[src/rtl/kth_pkg.sv]
package kth_pkg;
   typedef enum logic [0:0] {
      KS_IDLE = 1'b0,
      KS_SCAN = 1'b1
   } ks_state_e;
endpackage

[src/rtl/kth_trial.sv]
module kth_trial #(
   parameter int DATA_W = 8,
   parameter int IDX_W  = 3
) (
   input  logic [DATA_W-1:0] cand,
   input  logic [IDX_W-1:0]  idx,
   output logic [DATA_W-1:0] thresh,
   output logic              carry
);
   logic [DATA_W:0] step;
   logic [DATA_W:0] sum;

   always_comb begin
      step   = (DATA_W+1)'(1) << idx;
      sum    = {1'b0, cand} + step;
      thresh = sum[DATA_W-1:0];
      carry  = sum[DATA_W];
   end
endmodule

[src/rtl/kth_counter.sv]
module kth_counter #(
   parameter int DATA_W   = 8,
   parameter int CNT_W    = 5,
   parameter bit USE_MASK = 1'b1
) (
   input  logic              clk,
   input  logic              rst_n,
   input  logic              en,
   input  logic              first,
   input  logic [DATA_W-1:0] value,
   input  logic              keep,
   input  logic [DATA_W-1:0] thresh,
   input  logic              carry,
   output logic [CNT_W-1:0]  count_next
);
   logic [CNT_W-1:0] count_q;
   logic             keep_eff;
   logic             hit;

   generate
      if (USE_MASK) begin : g_mask
         assign keep_eff = keep;
      end else begin : g_nomask
         logic keep_unused;
         assign keep_unused = keep;
         assign keep_eff    = 1'b1;
      end
   endgenerate

   assign hit        = en && keep_eff && !carry && (value >= thresh);
   assign count_next = (first ? '0 : count_q) + CNT_W'(hit);

   always_ff @(posedge clk or negedge rst_n) begin
      if (!rst_n)  count_q <= '0;
      else if (en) count_q <= count_next;
   end
endmodule

[src/rtl/kth_ctrl.sv]
module kth_ctrl
   import kth_pkg::*;
#(
   parameter int DATA_W = 8,
   parameter int DEPTH  = 16,
   parameter int CNT_W  = 5,
   parameter int ADDR_W = 4,
   parameter int IDX_W  = 3
) (
   input  logic              clk,
   input  logic              rst_n,
   input  logic              start,
   input  logic [CNT_W-1:0]  k_in,
   input  logic [CNT_W-1:0]  n_in,
   input  logic [CNT_W-1:0]  count_next,
   output logic [ADDR_W-1:0] addr,
   output logic [DATA_W-1:0] cand,
   output logic [IDX_W-1:0]  idx,
   output logic              scan,
   output logic              first,
   output logic              done,
   output logic              err,
   output logic [DATA_W-1:0] result
);
   localparam logic [IDX_W-1:0] TOP_IDX = IDX_W'(DATA_W-1);

   ks_state_e        state;
   logic [CNT_W-1:0] k_q;
   logic [CNT_W-1:0] n_q;
   logic             last;
   logic             bad_req;
   logic             keep_bit;
   logic [DATA_W-1:0] cand_upd;

   assign scan     = (state == KS_SCAN);
   assign first    = scan && (addr == '0);
   assign last     = (CNT_W'(addr) + CNT_W'(1)) == n_q;
   assign bad_req  = (k_in == '0) || (n_in == '0) || (n_in > CNT_W'(DEPTH)) || (k_in > n_in);
   assign keep_bit = count_next >= k_q;
   assign cand_upd = keep_bit ? (cand | (DATA_W'(1) << idx)) : cand;

   always_ff @(posedge clk or negedge rst_n) begin
      if (!rst_n) begin
         state  <= KS_IDLE;
         k_q    <= '0;
         n_q    <= '0;
         addr   <= '0;
         cand   <= '0;
         idx    <= '0;
         done   <= 1'b0;
         err    <= 1'b0;
         result <= '0;
      end else begin
         done <= 1'b0;
         case (state)
            KS_IDLE: begin
               if (start) begin
                  if (bad_req) begin
                     done   <= 1'b1;
                     err    <= 1'b1;
                     result <= '0;
                  end else begin
                     k_q   <= k_in;
                     n_q   <= n_in;
                     addr  <= '0;
                     cand  <= '0;
                     idx   <= TOP_IDX;
                     state <= KS_SCAN;
                  end
               end
            end
            KS_SCAN: begin
               if (last) begin
                  addr <= '0;
                  cand <= cand_upd;
                  if (idx == '0) begin
                     result <= cand_upd;
                     err    <= 1'b0;
                     done   <= 1'b1;
                     state  <= KS_IDLE;
                  end else begin
                     idx <= idx - IDX_W'(1);
                  end
               end else begin
                  addr <= addr + ADDR_W'(1);
               end
            end
            default: state <= KS_IDLE;
         endcase
      end
   end
endmodule

[src/rtl/kth_select.sv]
module kth_select #(
   parameter int DATA_W   = 8,
   parameter int DEPTH    = 16,
   parameter bit USE_MASK = 1'b1,
   localparam int CNT_W   = $clog2(DEPTH + 1),
   localparam int ADDR_W  = $clog2(DEPTH),
   localparam int IDX_W   = (DATA_W > 1) ? $clog2(DATA_W) : 1
) (
   input  logic              clk,
   input  logic              rst_n,
   input  logic              start,
   input  logic [CNT_W-1:0]  k_in,
   input  logic [CNT_W-1:0]  n_in,
   output logic [ADDR_W-1:0] rd_addr,
   input  logic [DATA_W-1:0] rd_data,
   input  logic              rd_keep,
   output logic              busy,
   output logic              done,
   output logic              err,
   output logic [DATA_W-1:0] result
);
   generate
      if (DEPTH < 2) begin : g_bad_depth
         $error("kth_select: DEPTH must be at least 2");
      end
      if (DATA_W < 2) begin : g_bad_width
         $error("kth_select: DATA_W must be at least 2");
      end
   endgenerate

   logic [DATA_W-1:0] cand;
   logic [IDX_W-1:0]  idx;
   logic [DATA_W-1:0] thresh;
   logic              trial_carry;
   logic              first;
   logic [CNT_W-1:0]  count_next;

   kth_trial #(.DATA_W(DATA_W), .IDX_W(IDX_W)) u_trial (
      .cand   (cand),
      .idx    (idx),
      .thresh (thresh),
      .carry  (trial_carry)
   );

   kth_counter #(.DATA_W(DATA_W), .CNT_W(CNT_W), .USE_MASK(USE_MASK)) u_count (
      .clk        (clk),
      .rst_n      (rst_n),
      .en         (busy),
      .first      (first),
      .value      (rd_data),
      .keep       (rd_keep),
      .thresh     (thresh),
      .carry      (trial_carry),
      .count_next (count_next)
   );

   kth_ctrl #(
      .DATA_W(DATA_W), .DEPTH(DEPTH), .CNT_W(CNT_W),
      .ADDR_W(ADDR_W), .IDX_W(IDX_W)
   ) u_ctrl (
      .clk        (clk),
      .rst_n      (rst_n),
      .start      (start),
      .k_in       (k_in),
      .n_in       (n_in),
      .count_next (count_next),
      .addr       (rd_addr),
      .cand       (cand),
      .idx        (idx),
      .scan       (busy),
      .first      (first),
      .done       (done),
      .err        (err),
      .result     (result)
   );
endmodule

[config.mk]
export PLATFORM = sky130hd
export DESIGN_NAME = kth_select
export DESIGN_NICKNAME = d
export VERILOG_FILES = /design/src/rtl/kth_pkg.sv /design/src/rtl/kth_trial.sv /design/src/rtl/kth_counter.sv /design/src/rtl/kth_ctrl.sv /design/src/rtl/kth_select.sv
export SDC_FILE = /design/constraint.sdc
export NUM_CORES = 1
export LEC_CHECK = 0
export BUFFER_PORTS_ARGS = -buffer_cell sky130_fd_sc_hd__buf_2
export CELL_PAD_IN_SITES_DETAIL_PLACEMENT = 0
export CELL_PAD_IN_SITES_GLOBAL_PLACEMENT = 1
export CORE_ASPECT_RATIO = 1.1
export CORE_MARGIN = 1.5
export CORE_UTILIZATION = 42
export CTS_BUF_LIST = sky130_fd_sc_hd__clkbuf_4
export CTS_CLUSTER_DIAMETER = 150
export DETAILED_ROUTE_END_ITERATION = 12
export PLACE_DENSITY = 0.76
export SYNTH_ARGS = -nofsm -noshare
export SYNTH_HDL_FRONTEND = slang
export SYNTH_SLANG_ARGS = --single-unit
[constraint.sdc]
create_clock -name clk -period 5.8 [get_ports clk]
set_clock_uncertainty 0.15 [all_clocks]
set_input_delay 0.29 -clock clk [delete_from_list [all_inputs] [get_ports clk]]
set_output_delay 0.29 -clock clk [all_outputs]
set_load 0.01 [all_outputs]
==> results by group, run 1 <==
Power and ir drop
  – Pwr Total: ~1.4 mW
  – Power Dens Cells: 443 nW/um2
  – Leak: about 1.7 nW
  – Peak supply drop: 233 uV

Route
  – Remaining antenna violation count after routing: 0
  – Post-route DRC: 0
  – Initial DRC Count: 79
  – Met2 wire len: 2930 um
  – M1 WL: 2670 um
  – Vias: 2,234
  – Router iterations before antenna repair: 5
  – Met3 wire length: around 230 um
  – Post-DR wirelength/cell: between 10 and 15 um
  – Via density: 5.23
  – Detailed Route WL: between 5000 and 6000 um
  – Max layer used: met4

Cells and area
  – Share of cells above drive strength 1: 19.1%
  – Most frequent cells in the layout: ha_1, dfrtp_1, buf_2, inv_1, nand2_1
  – Fillers: 639
  – N_diodes: 0
  – Commonest non-fill, non-tap cell in the layout: ha_1
  – Nets@finish: 412
  – Final instance area: roughly 3300 um2
  – Area Growth Syn to Fin: 11.9%

Critical path
  – CP max-delay cell: fa_1
  – Data required, critical path: slightly below 6000 ps
  – Worst Setup Start Kind: flop
  – Critical path arrival: ~5400 ps
  – Setup crit end kind: flop
  – R2R Setup Slk: 460 ps
  – Worst r2r src: u_ctrl.idx[0]
  – R2r endpoint: u_ctrl.cand[6]
  – R2R cell count: 26
  – Most used cell, CP: ha_1
  – Crit Path Max Fanout: 16
  – Largest stage delay, worst path: approximately 420 ps
  – Critical path class: flop to flop

STA
  – RSZ-0062 raised after global routing: false
  – Fmax: around 190 MHz
  – Final hold violations: 0
  – Worst slew pin tran: about 920 ps
  – Final setup vio count: 0
  – Slew headroom: 39.0%
  – Fin crit share: 92.0%
  – Slew Limit Fails: 0
  – Period minus WS final: 5340 ps

Logic synthesis
  – Combinational family with the most area after synthesis: adder cells
  – Post-synth EDFFs: 0
  – Avg Cell Area, Syn: 9.53 um2
  – Simple-Gate Fraction of Synth Area: between 10% and 20%
  – FFs w/ async S/R, synth: between 90% and 100%
  – Ys Warns: 0
  – Mapped Area: 2920 um2
  – Net Count, Synth: 372
  – Post-Syn Instances: 306
  – Synth Flop Type: dfrtp_1
  – Synth Area in Adders: 19.1%
  – Synth Area in Compound Gates: between 10% and 20%
  – Synth Area in XOR/XNOR: 4.98%
  – Area leader, netlist: dfrtp_1
  – Top-area cell type share of the netlist area: 35.2%
  – Number of distinct library cells after synthesis: 45
  – Synth top area cells: dfrtp_1, ha_1, o21ai_0
  – Seq/Total Area, Yosys: 35.2%
  – Mux cell area share after synthesis: ~4.2%
  – Post-synthesis register bit count: 41

Clocking
  – Clk buf depth: 2
  – Clk_lat worst skew: 340 ps
  – Total CTS buffers: 5
  – Root buffer cell: clkbuf_4
  – Clk slew on worst S/H paths: around 110 ps
  – CTS tree: done
  – Htree depth: 2
  – Clk sink count: 41

Min path
  – Worst Hold Class: input pin to flop
  – Hold wc startpoint: k_in[4]
  – Worst Hold Depth: 2
  – WHS Endpoint: u_ctrl.k_q[4]

Floorplan
  – Initial Util: 44.0%
  – Site Rows: 31
  – Die W: 82.4 um
  – Die area: between 7000 and 8000 um2
  – Boundary pin count: 37
  – Core area: 6630 um2
  – Die H: 90.4 um

Global route
  – Largest net degree at the start of global routing: 42
  – Antenna violations before repair: 0
  – Vias in the first global route: 2,169
  – First-pass GRT wire length: 10,100 um
  – GRT Residual Overflow: 0
  – Total track usage: 17.5%

Run
  – Maximum capacitance violations: 0

Placed design
  – Area after DPL: about 3200 um2
  – RePlAce Congestion: 0.771
  – PortBufs: 36
  – DP Wirelength: 4680 um

Outcome
  – Status: finished clean
stage by stage:
stage               hold WS [ps]  utilization [%]  worst slack [ps]  cells  TNS [ps]
floorplan                   -156                -               277    306         0
global placement             318             47.9               232    418         0
detailed placement           321             47.9             -11.4    418     -34.5
CTS                         38.8             48.7              98.2    425         0
global route                48.9             49.2              12.7    427         0
finish                      57.7             49.2               461    427         0
cell families (layout without fill, tap and decap cells):
group	after synthesis	after routing
compound gates	71	71
xor+xnor	15	15
fa+ha+maj	44	44
buf+inv	43	82
flops	41	41
mux	11	11
simple gates	81	81
layout make-up:
type,instances,area (um2),area share (%)
flip-flops and latches,41,1030,31.4
inverters,34,128,3.91
multi-input cells,222,1730,53.1
clock buffers,5,37.5,1.15
repair buffers,42,231,7.09
well taps,82,103,3.14
clock inverters,1,5.00,0.153
repair_timing:
| item | in CTS | in global routing |
|---|---|---|
| endpoints found under the setup margin | 8 | 16 |
| pin swaps | 0 | 1 |
| hold endpoints to repair | 41 | 0 |
| buffers inserted | 0 | 2 |
| resized for setup | 1 | 4 |
| hold buffers | 1 | 0 |
| cloned | 0 | 0 |
routing by layer:
metal / global-route usage (%) / up-vias
li1: - / 1138
met4: 5.65 / 0
met2: 28.9 / 49
met3: 2.73 / 12
met1: 23.0 / 1035
met5: 0 / -
worst max-delay path, delay by kind of cell (launching register included):
kind            cells  cell delay, ps
simple gates        6             610
buf+inv             2             330
fa+ha+maj           7            1930
flops               1             400
xor+xnor            2             300
compound gates      9            1510
worst max path at each step:
stage / slack (ps) / startpoint / cells after the start / endpoint
finish: 460 / u_ctrl.idx[0] / 26 / u_ctrl.cand[6]
floorplan: 280 / u_ctrl.idx[0] / 27 / u_ctrl.cand[3]
detailed placement: -10 / u_ctrl.idx[0] / 26 / u_ctrl.cand[6]
CTS: 100 / u_ctrl.idx[0] / 26 / u_ctrl.cand[6]
global placement: 230 / u_ctrl.idx[0] / 26 / u_ctrl.cand[0]
global route: 10 / u_ctrl.idx[0] / 26 / u_ctrl.cand[2]
cells in the mapped netlist (2+ instances only):
master	number
a211oi_1	3
a21o_1	7
a21oi_1	8
a32o_1	2
clkbuf_1	8
dfrtp_1	41
ha_1	43
inv_1	34
mux2_2	8
mux2i_1	2
nand2_1	32
nand2b_1	6
nand3_1	13
nand3_2	2
nand4_1	2
nor2_1	12
nor2b_1	6
nor3_1	2
nor4_1	2
o21ai_0	26
o22ai_1	2
o2bb2ai_1	10
xnor2_1	8
xor2_1	6
report_power, final:
| group | internal (mW) | leakage, nW | switching [mW] |
|---|---|---|---|
| registers | 0.378 | 0.525 | 0.0928 |
| clock network | 0.0421 | 0.0269 | 0.0847 |
| logic | 0.400 | 1.12 | 0.449 |
| total | 0.820 | 1.67 | 0.626 |
sequential cells by signal (all words and copies together) (netlist names):
signal           cells
u_ctrl.cand          8
u_ctrl.result        8
u_count.count_q      5
u_ctrl.k_q           5
u_ctrl.n_q           5
u_ctrl.addr          4
u_ctrl.idx           3
u_ctrl.done          1
u_ctrl.err           1
u_ctrl.scan          1
No activity file was read; power rests on OpenSTA's default activity.
==> inputs of run 2 (changes only) <==
--- a/config.mk
+++ b/config.mk
@@ -9,7 +9,6 @@
 export CELL_PAD_IN_SITES_DETAIL_PLACEMENT = 0
 export CELL_PAD_IN_SITES_GLOBAL_PLACEMENT = 1
 export CORE_ASPECT_RATIO = 1.1
-export CORE_MARGIN = 1.5
 export CORE_UTILIZATION = 42
 export CTS_BUF_LIST = sky130_fd_sc_hd__clkbuf_4
 export CTS_CLUSTER_DIAMETER = 150
==> run 2 against run 1 <==
Effect of this change:
- worst hold slack got worse by 8.5 ps
- worst setup slack worse by 41 ps
- wire length increased by 2.1%
- die area shrank 2.3%
- largest power group unchanged
- critical path type unchanged
- critical path depth did not move
- highest routed layer unchanged
==> results by group, run 2 (synthesis results as in run 1) <==
Run
  – Maximum capacitance violations: 0 (unchanged)

STA
  – RSZ-0062 raised after global routing: false (unchanged)
  – Final hold violations: 0 (unchanged)
  – Setup TNS: 0 ps (unchanged)
  – Fmax: 186 MHz (was 187 MHz)
  – Period minus WS final: 5380 ps (was 5340 ps)
  – Slew headroom: 37.8% (was 39.0%)
  – Fin crit share: 92.7% (was 92.0%)
  – Slew Limit Fails: 0 (unchanged)
  – Final setup vio count: 0 (unchanged)
  – Worst slew pin tran: 933 ps (was 915 ps)

Critical path
  – Critical path launch point: u_ctrl.idx[0] (unchanged)
  – R2R cell count: 26 (unchanged)
  – Worst Setup Start Kind: flop (unchanged)
  – Critical path class: flop to flop (unchanged)
  – R2R Setup Slk: 420 ps (was 460 ps)
  – Setup crit end kind: flop (unchanged)
  – Data required, critical path: 5900 ps (was 5880 ps)
  – Worst setup endpoint: u_ctrl.cand[2] (was u_ctrl.cand[6])
  – Crit Path Max Fanout: 8 (was 16)
  – R2r endpoint: u_ctrl.cand[2] (was u_ctrl.cand[6])
  – Worst r2r src: u_ctrl.idx[0] (unchanged)
  – Critical path arrival: 5470 ps (was 5410 ps)

Cells and area
  – Area Growth Syn to Fin: 13.5% (was 11.9%)
  – Largest registers: u_ctrl.cand x8, u_ctrl.result x8 (unchanged)
  – Most frequent cells in the layout: ha_1, dfrtp_1, buf_2, inv_1, nand2_1 (unchanged)
  – Non-filler cells, final: 429 (was 427)
  – Share of cells above drive strength 1: 19.3% (was 19.1%)
  – Commonest non-fill, non-tap cell in the layout: ha_1 (unchanged)
  – N_diodes: 0 (unchanged)
  – Nets@finish: 412 (unchanged)
  – Final instance area: 3310 um2 (was 3260 um2)

Power and ir drop
  – Power Dens Cells: 459 nW/um2 (was 443 nW/um2)
  – Leak: 1.69 nW (was 1.67 nW)
  – Peak supply drop: 234 uV (was 233 uV)

Global route
  – Vias in the first global route: 2,092 (was 2,169)
  – Antenna violations before repair: 0 (unchanged)
  – First-pass GRT wire length: 9820 um (was 10,100 um)
  – Total track usage: 17.9% (was 17.5%)
  – GRT Residual Overflow: 0 (unchanged)
  – Largest net degree at the start of global routing: 42 (unchanged)

Floorplan
  – Initial Util: 44.0% (unchanged)
  – Site Rows: 31 (unchanged)
  – Die W: 81.4 um (was 82.4 um)
  – Die area: 7280 um2 (was 7450 um2)
  – Boundary pin count: 37 (unchanged)
  – Core area: 6630 um2 (unchanged)
  – Die H: 89.4 um (was 90.4 um)

Clocking
  – Clk slew on worst S/H paths: 130 ps (was 110 ps)
  – Clk_lat worst skew: 350 ps (was 340 ps)
  – Clk buf depth: 2 (unchanged)
  – Total CTS buffers: 5 (unchanged)
  – Root buffer cell: clkbuf_4 (unchanged)
  – Clk sink count: 41 (unchanged)
  – CTS tree: done (unchanged)
  – Htree depth: 2 (unchanged)

Min path
  – Hold wc startpoint: k_in[4] (unchanged)
  – Worst Hold Class: input pin to flop (unchanged)

Placed design
  – DP Wirelength: 4630 um (was 4680 um)
  – Area after DPL: 3180 um2 (unchanged)
  – RePlAce Congestion: 0.767 (was 0.771)
  – Number of cells in the design after placement: 418 (unchanged)
  – PortBufs: 36 (unchanged)

Route
  – Via density: 5.19 (was 5.23)
  – Initial DRC Count: 104 (was 79)
  – Vias: 2,225 (was 2,234)
  – Detailed Route WL: 6080 um (was 5960 um)
  – Router iterations before antenna repair: 4 (was 5)
  – Remaining antenna violation count after routing: 0 (unchanged)
  – Post-DR wirelength/cell: 14.2 um (was 13.9 um)
  – Post-route DRC: 0 (unchanged)

Outcome
  – Status: finished clean (unchanged)
run 2: cell types whose count changed in the layout (fill, tap and decap cells not counted):
cell	delta
buf_2	+1
clkinv_2	-1
buf_4	-1
a2111oi_4	+1
a2111oi_2	-1
clkbuf_4	+1
bufinv_16	+1
clkinv_1	+1
run 2: cell type report:
class | count | area, um2
clock buffers | 6 | 45.0
clock inverters | 2 | 33.8
repair buffers | 42 | 229
multi-input cells | 222 | 1750
well taps | 82 | 103
fillers | 634 | 3320
inverters | 34 | 128
flip-flops and latches | 41 | 1030
run 2: how the worst min path moves through the flow:
| stage | depth (start not counted) | slack, ps | to |
|---|---|---|---|
| finish | 2 | 50 | u_ctrl.k_q[4] |
| floorplan | 0 | -160 | u_count.count_q[0] |
| detailed placement | 2 | 330 | u_ctrl.k_q[0] |
| CTS | 2 | 40 | u_ctrl.k_q[4] |
| global placement | 2 | 320 | u_ctrl.k_q[0] |
| global route | 2 | 50 | u_ctrl.k_q[4] |
run 2: per-stage QoR:
stage	hold WS [ps]	utilization, %	setup WS, ps	total power [mW]
after floorplan	-156	-	277	1.10
after global placement	319	47.9	220	1.30
after detailed placement	330	47.9	-53.3	1.32
after CTS	36.5	49.3	47.0	1.51
after global routing	45.4	49.9	21.7	1.67
final	49.3	49.9	421	1.52
run 2: what timing repair did:
| action | in CTS | in global routing |
|---|---|---|
| cloned | 0 | 1 |
| pin swaps | 0 | 3 |
| hold buffers | 1 | 0 |
| setup endpoints to repair | 13 | 16 |
| setup buffers | 0 | 1 |
| hold endpoints to repair | 41 | 0 |
| gates resized for setup | 1 | 5 |
run 2: worst max-delay path, cell delays in order (launching register included):
cell and delay (ps):
dfrtp_1 410, inv_1 110, ha_1 240, nor2b_1 150, ha_1 220, fa_1 400
a21o_1 180, a21oi_2 160, o21ai_0 150, xnor2_1 150, ha_1 300, o2111ai_1 110
o21ai_0 170, a21oi_1 130, a2111oi_4 280, ha_2 260, ha_1 170, nand3_1 100
xor2_1 130, nor2_1 70, ha_1 330, nand2_1 70, o31ai_2 220, nand4_1 170
buf_2 250, nand3_1 80, o21ai_0 100
run 2: where the power goes:
part | switching, mW | internal, mW | leakage [nW]
registers | 0.0926 | 0.378 | 0.525
clock network | 0.0928 | 0.0945 | 0.0433
logic | 0.460 | 0.401 | 1.12
run 2: per-layer routing:
layer  part of all wire (%)  vias to the layer above  GRT usage, %
met5                      0                        -             0
met4                    1.2                        0          5.84
met3                    2.9                        5          2.45
met2                     50                       37          31.7
met1                     46                     1044          22.3
li1                       -                     1139             -
==> inputs of run 3 (changes only) <==
--- a/config.mk
+++ b/config.mk
@@ -8,7 +8,7 @@
 export BUFFER_PORTS_ARGS = -buffer_cell sky130_fd_sc_hd__buf_2
 export CELL_PAD_IN_SITES_DETAIL_PLACEMENT = 0
 export CELL_PAD_IN_SITES_GLOBAL_PLACEMENT = 1
-export CORE_ASPECT_RATIO = 1.1
+export CORE_ASPECT_RATIO = 0.8
 export CORE_UTILIZATION = 42
 export CTS_BUF_LIST = sky130_fd_sc_hd__clkbuf_4
 export CTS_CLUSTER_DIAMETER = 150
==> run 3 against run 2 <==
Effect of this change:
- wire length fell by 0.33%
- combinational power decreased by 2%
- first-iteration DRC count is 5.8% lower
- core utilization rose by 0.10 points
- highest routed layer unchanged
- cell area shrank 1.2%
- maximum frequency increased by 1.9%
- critical endpoint is now u_ctrl.cand[0]
- non-clock buffer count is 1 lower
- die area about the same
- sequential share of layout area rose by 0.38 points
- critical path depth unchanged
- flip-flop and latch count did not move
- final cell count rose by 0.23%
==> results by group, run 3 (synthesis results as in run 1) <==
Critical path
  – R2R Setup Slk: 520 ps (was 420 ps)
  – Critical path arrival: 5350 ps (was 5470 ps)
  – Data required, critical path: 5880 ps (was 5900 ps)
  – Critical path class: flop to flop (unchanged)
  – Worst Setup Start Kind: flop (unchanged)
  – Setup crit end kind: flop (unchanged)
  – Crit Path Max Fanout: 16 (was 8)

Clocking
  – Clk slew on worst S/H paths: 120 ps (was 130 ps)
  – Clk buf depth: 2 (unchanged)
  – Htree depth: 2 (unchanged)
  – Clk sink count: 41 (unchanged)
  – CTS tree: done (unchanged)
  – Root buffer cell: clkbuf_4 (unchanged)
  – Total CTS buffers: 5 (unchanged)
  – Clk_lat worst skew: 340 ps (was 350 ps)

Route
  – Initial DRC Count: 98 (was 104)
  – Vias: 2,251 (was 2,225)
  – Remaining antenna violation count after routing: 0 (unchanged)
  – Via density: 5.23 (was 5.19)
  – Router iterations before antenna repair: 5 (was 4)
  – Post-DR wirelength/cell: 14.1 um (was 14.2 um)
  – Post-route DRC: 0 (unchanged)
  – Detailed Route WL: 6060 um (was 6080 um)

Cells and area
  – Nets@finish: 411 (was 412)
  – Commonest non-fill, non-tap cell in the layout: ha_1 (unchanged)
  – Most frequent cells in the layout: ha_1, dfrtp_1, buf_2, inv_1, nand2_1 (unchanged)
  – Area Growth Syn to Fin: 12.1% (was 13.5%)
  – Final core occ: 50.0% (was 49.9%)
  – Share of cells above drive strength 1: 19.1% (was 19.3%)
  – Largest registers: u_ctrl.cand x8, u_ctrl.result x8 (unchanged)
  – Fillers: 639 (was 634)
  – N_diodes: 0 (unchanged)
  – Final instance area: 3270 um2 (was 3310 um2)

Global route
  – GRT Residual Overflow: 0 (unchanged)
  – Total track usage: 17.9% (about the same)
  – Antenna violations before repair: 0 (unchanged)
  – First-pass GRT wire length: 10,300 um (was 9820 um)
  – Largest net degree at the start of global routing: 42 (unchanged)
  – Vias in the first global route: 2,145 (was 2,092)

STA
  – Setup TNS: 0 ps (unchanged)
  – WHS: 60.1 ps (was 49.3 ps)
  – Period minus WS final: 5280 ps (was 5380 ps)
  – Fin crit share: 91.0% (was 92.7%)
  – Final setup vio count: 0 (unchanged)
  – Final hold violations: 0 (unchanged)
  – Slew Limit Fails: 0 (unchanged)
  – Slew headroom: 39.9% (was 37.8%)
  – RSZ-0062 raised after global routing: false (unchanged)
  – Worst slew pin tran: 902 ps (was 933 ps)
  – Fmax: 189 MHz (was 186 MHz)

Power and ir drop
  – Leak: 1.68 nW (was 1.69 nW)
  – Peak supply drop: 189 uV (was 234 uV)
  – Power Dens Cells: 448 nW/um2 (was 459 nW/um2)
  – Pwr Total: 1.46 mW (was 1.52 mW)

Floorplan
  – Die area: 7280 um2 (about the same)
  – Site Rows: 26 (was 31)
  – Boundary pin count: 37 (unchanged)
  – Die W: 95.1 um (was 81.4 um)
  – Initial Util: 44.6% (was 44.0%)
  – Core area: 6540 um2 (was 6630 um2)
  – Die H: 76.5 um (was 89.4 um)

Placed design
  – DP Wirelength: 4730 um (was 4630 um)
  – RePlAce Congestion: 0.820 (was 0.767)
  – PortBufs: 36 (unchanged)
  – Area after DPL: 3190 um2 (was 3180 um2)

Min path
  – Worst Hold Class: input pin to flop (unchanged)

Run
  – Maximum capacitance violations: 0 (unchanged)

Outcome
  – Status: finished clean (unchanged)
run 3: where the power goes:
part           switching (mW)  internal [mW]  total (mW)  leakage (nW)
Sequential             0.0897          0.378       0.468         0.525
Clock                  0.0895         0.0625       0.152        0.0368
Combinational           0.454          0.390       0.844          1.12
run 3: final cells by class:
cell class                      instances  area [um2]  share of cell area [%]
Multi-Input combinational cell        222        1730                    52.9
Sequential cell                        41        1030                    31.4
Timing Repair Buffer                   41         220                    6.74
Inverter                               34         128                    3.90
Tap cell                               84         105                    3.21
Clock buffer                            8        60.1                    1.84
run 3: final timing paths:
check                                  from          endpoint  cells past startpoint
max in group asynchronous             rst_n  u_ctrl.result[4]                      2
setup reg to reg              u_ctrl.idx[0]    u_ctrl.cand[0]                     26
hold reg to reg            u_ctrl.result[5]  u_ctrl.result[5]                      1
setup / recovery              u_ctrl.idx[0]    u_ctrl.cand[0]                     26
min in group asynchronous             rst_n    u_ctrl.cand[0]                      2
hold / removal                      k_in[4]     u_ctrl.k_q[4]                      2
run 3: per-stage QoR:
stage,worst slack (ps),std cells
final,523,430
after global routing,107,430
after CTS,55.8,430
after detailed placement,95.1,421
after global placement,280,421
after floorplan,277,306
run 3: worst max-delay path: stages, from the launching register on:
cell and delay, ps:
dfrtp_1 410, inv_1 110, ha_1 240, nor2b_1 150, ha_1 220, fa_1 410
a21o_1 180, a21oi_2 180, o21ai_1 130, xnor2_1 150, ha_1 300, o2111ai_1 100
o21ai_0 170, a21oi_1 110, a2111oi_2 270, ha_1 240, ha_1 190, nand3_1 90
xor2_1 140, nor2_1 70, ha_1 330, nand2_1 60, o31ai_2 210, nand4_1 130
buf_4 220, nand3_1 90, o21ai_0 110
run 3: per-layer routing:
metal | wire length, um | GRT usage, % | part of all wire (%) | up-vias
met3 | 232 | 2.99 | 3.8 | 4
met4 | 36 | 3.94 | 0.59 | 0
met2 | 2650 | 26.3 | 44 | 33
met1 | 3140 | 27.3 | 52 | 1073
met5 | 0 | 0 | 0 | -
li1 | - | - | - | 1141
run 3: timing repair:
item,4_1_cts,5_1_grt
endpoints found under the hold margin,41,0
setup endpoints to repair,0,16
hold buffers,1,0
resized for setup,0,4
setup buffers,0,0
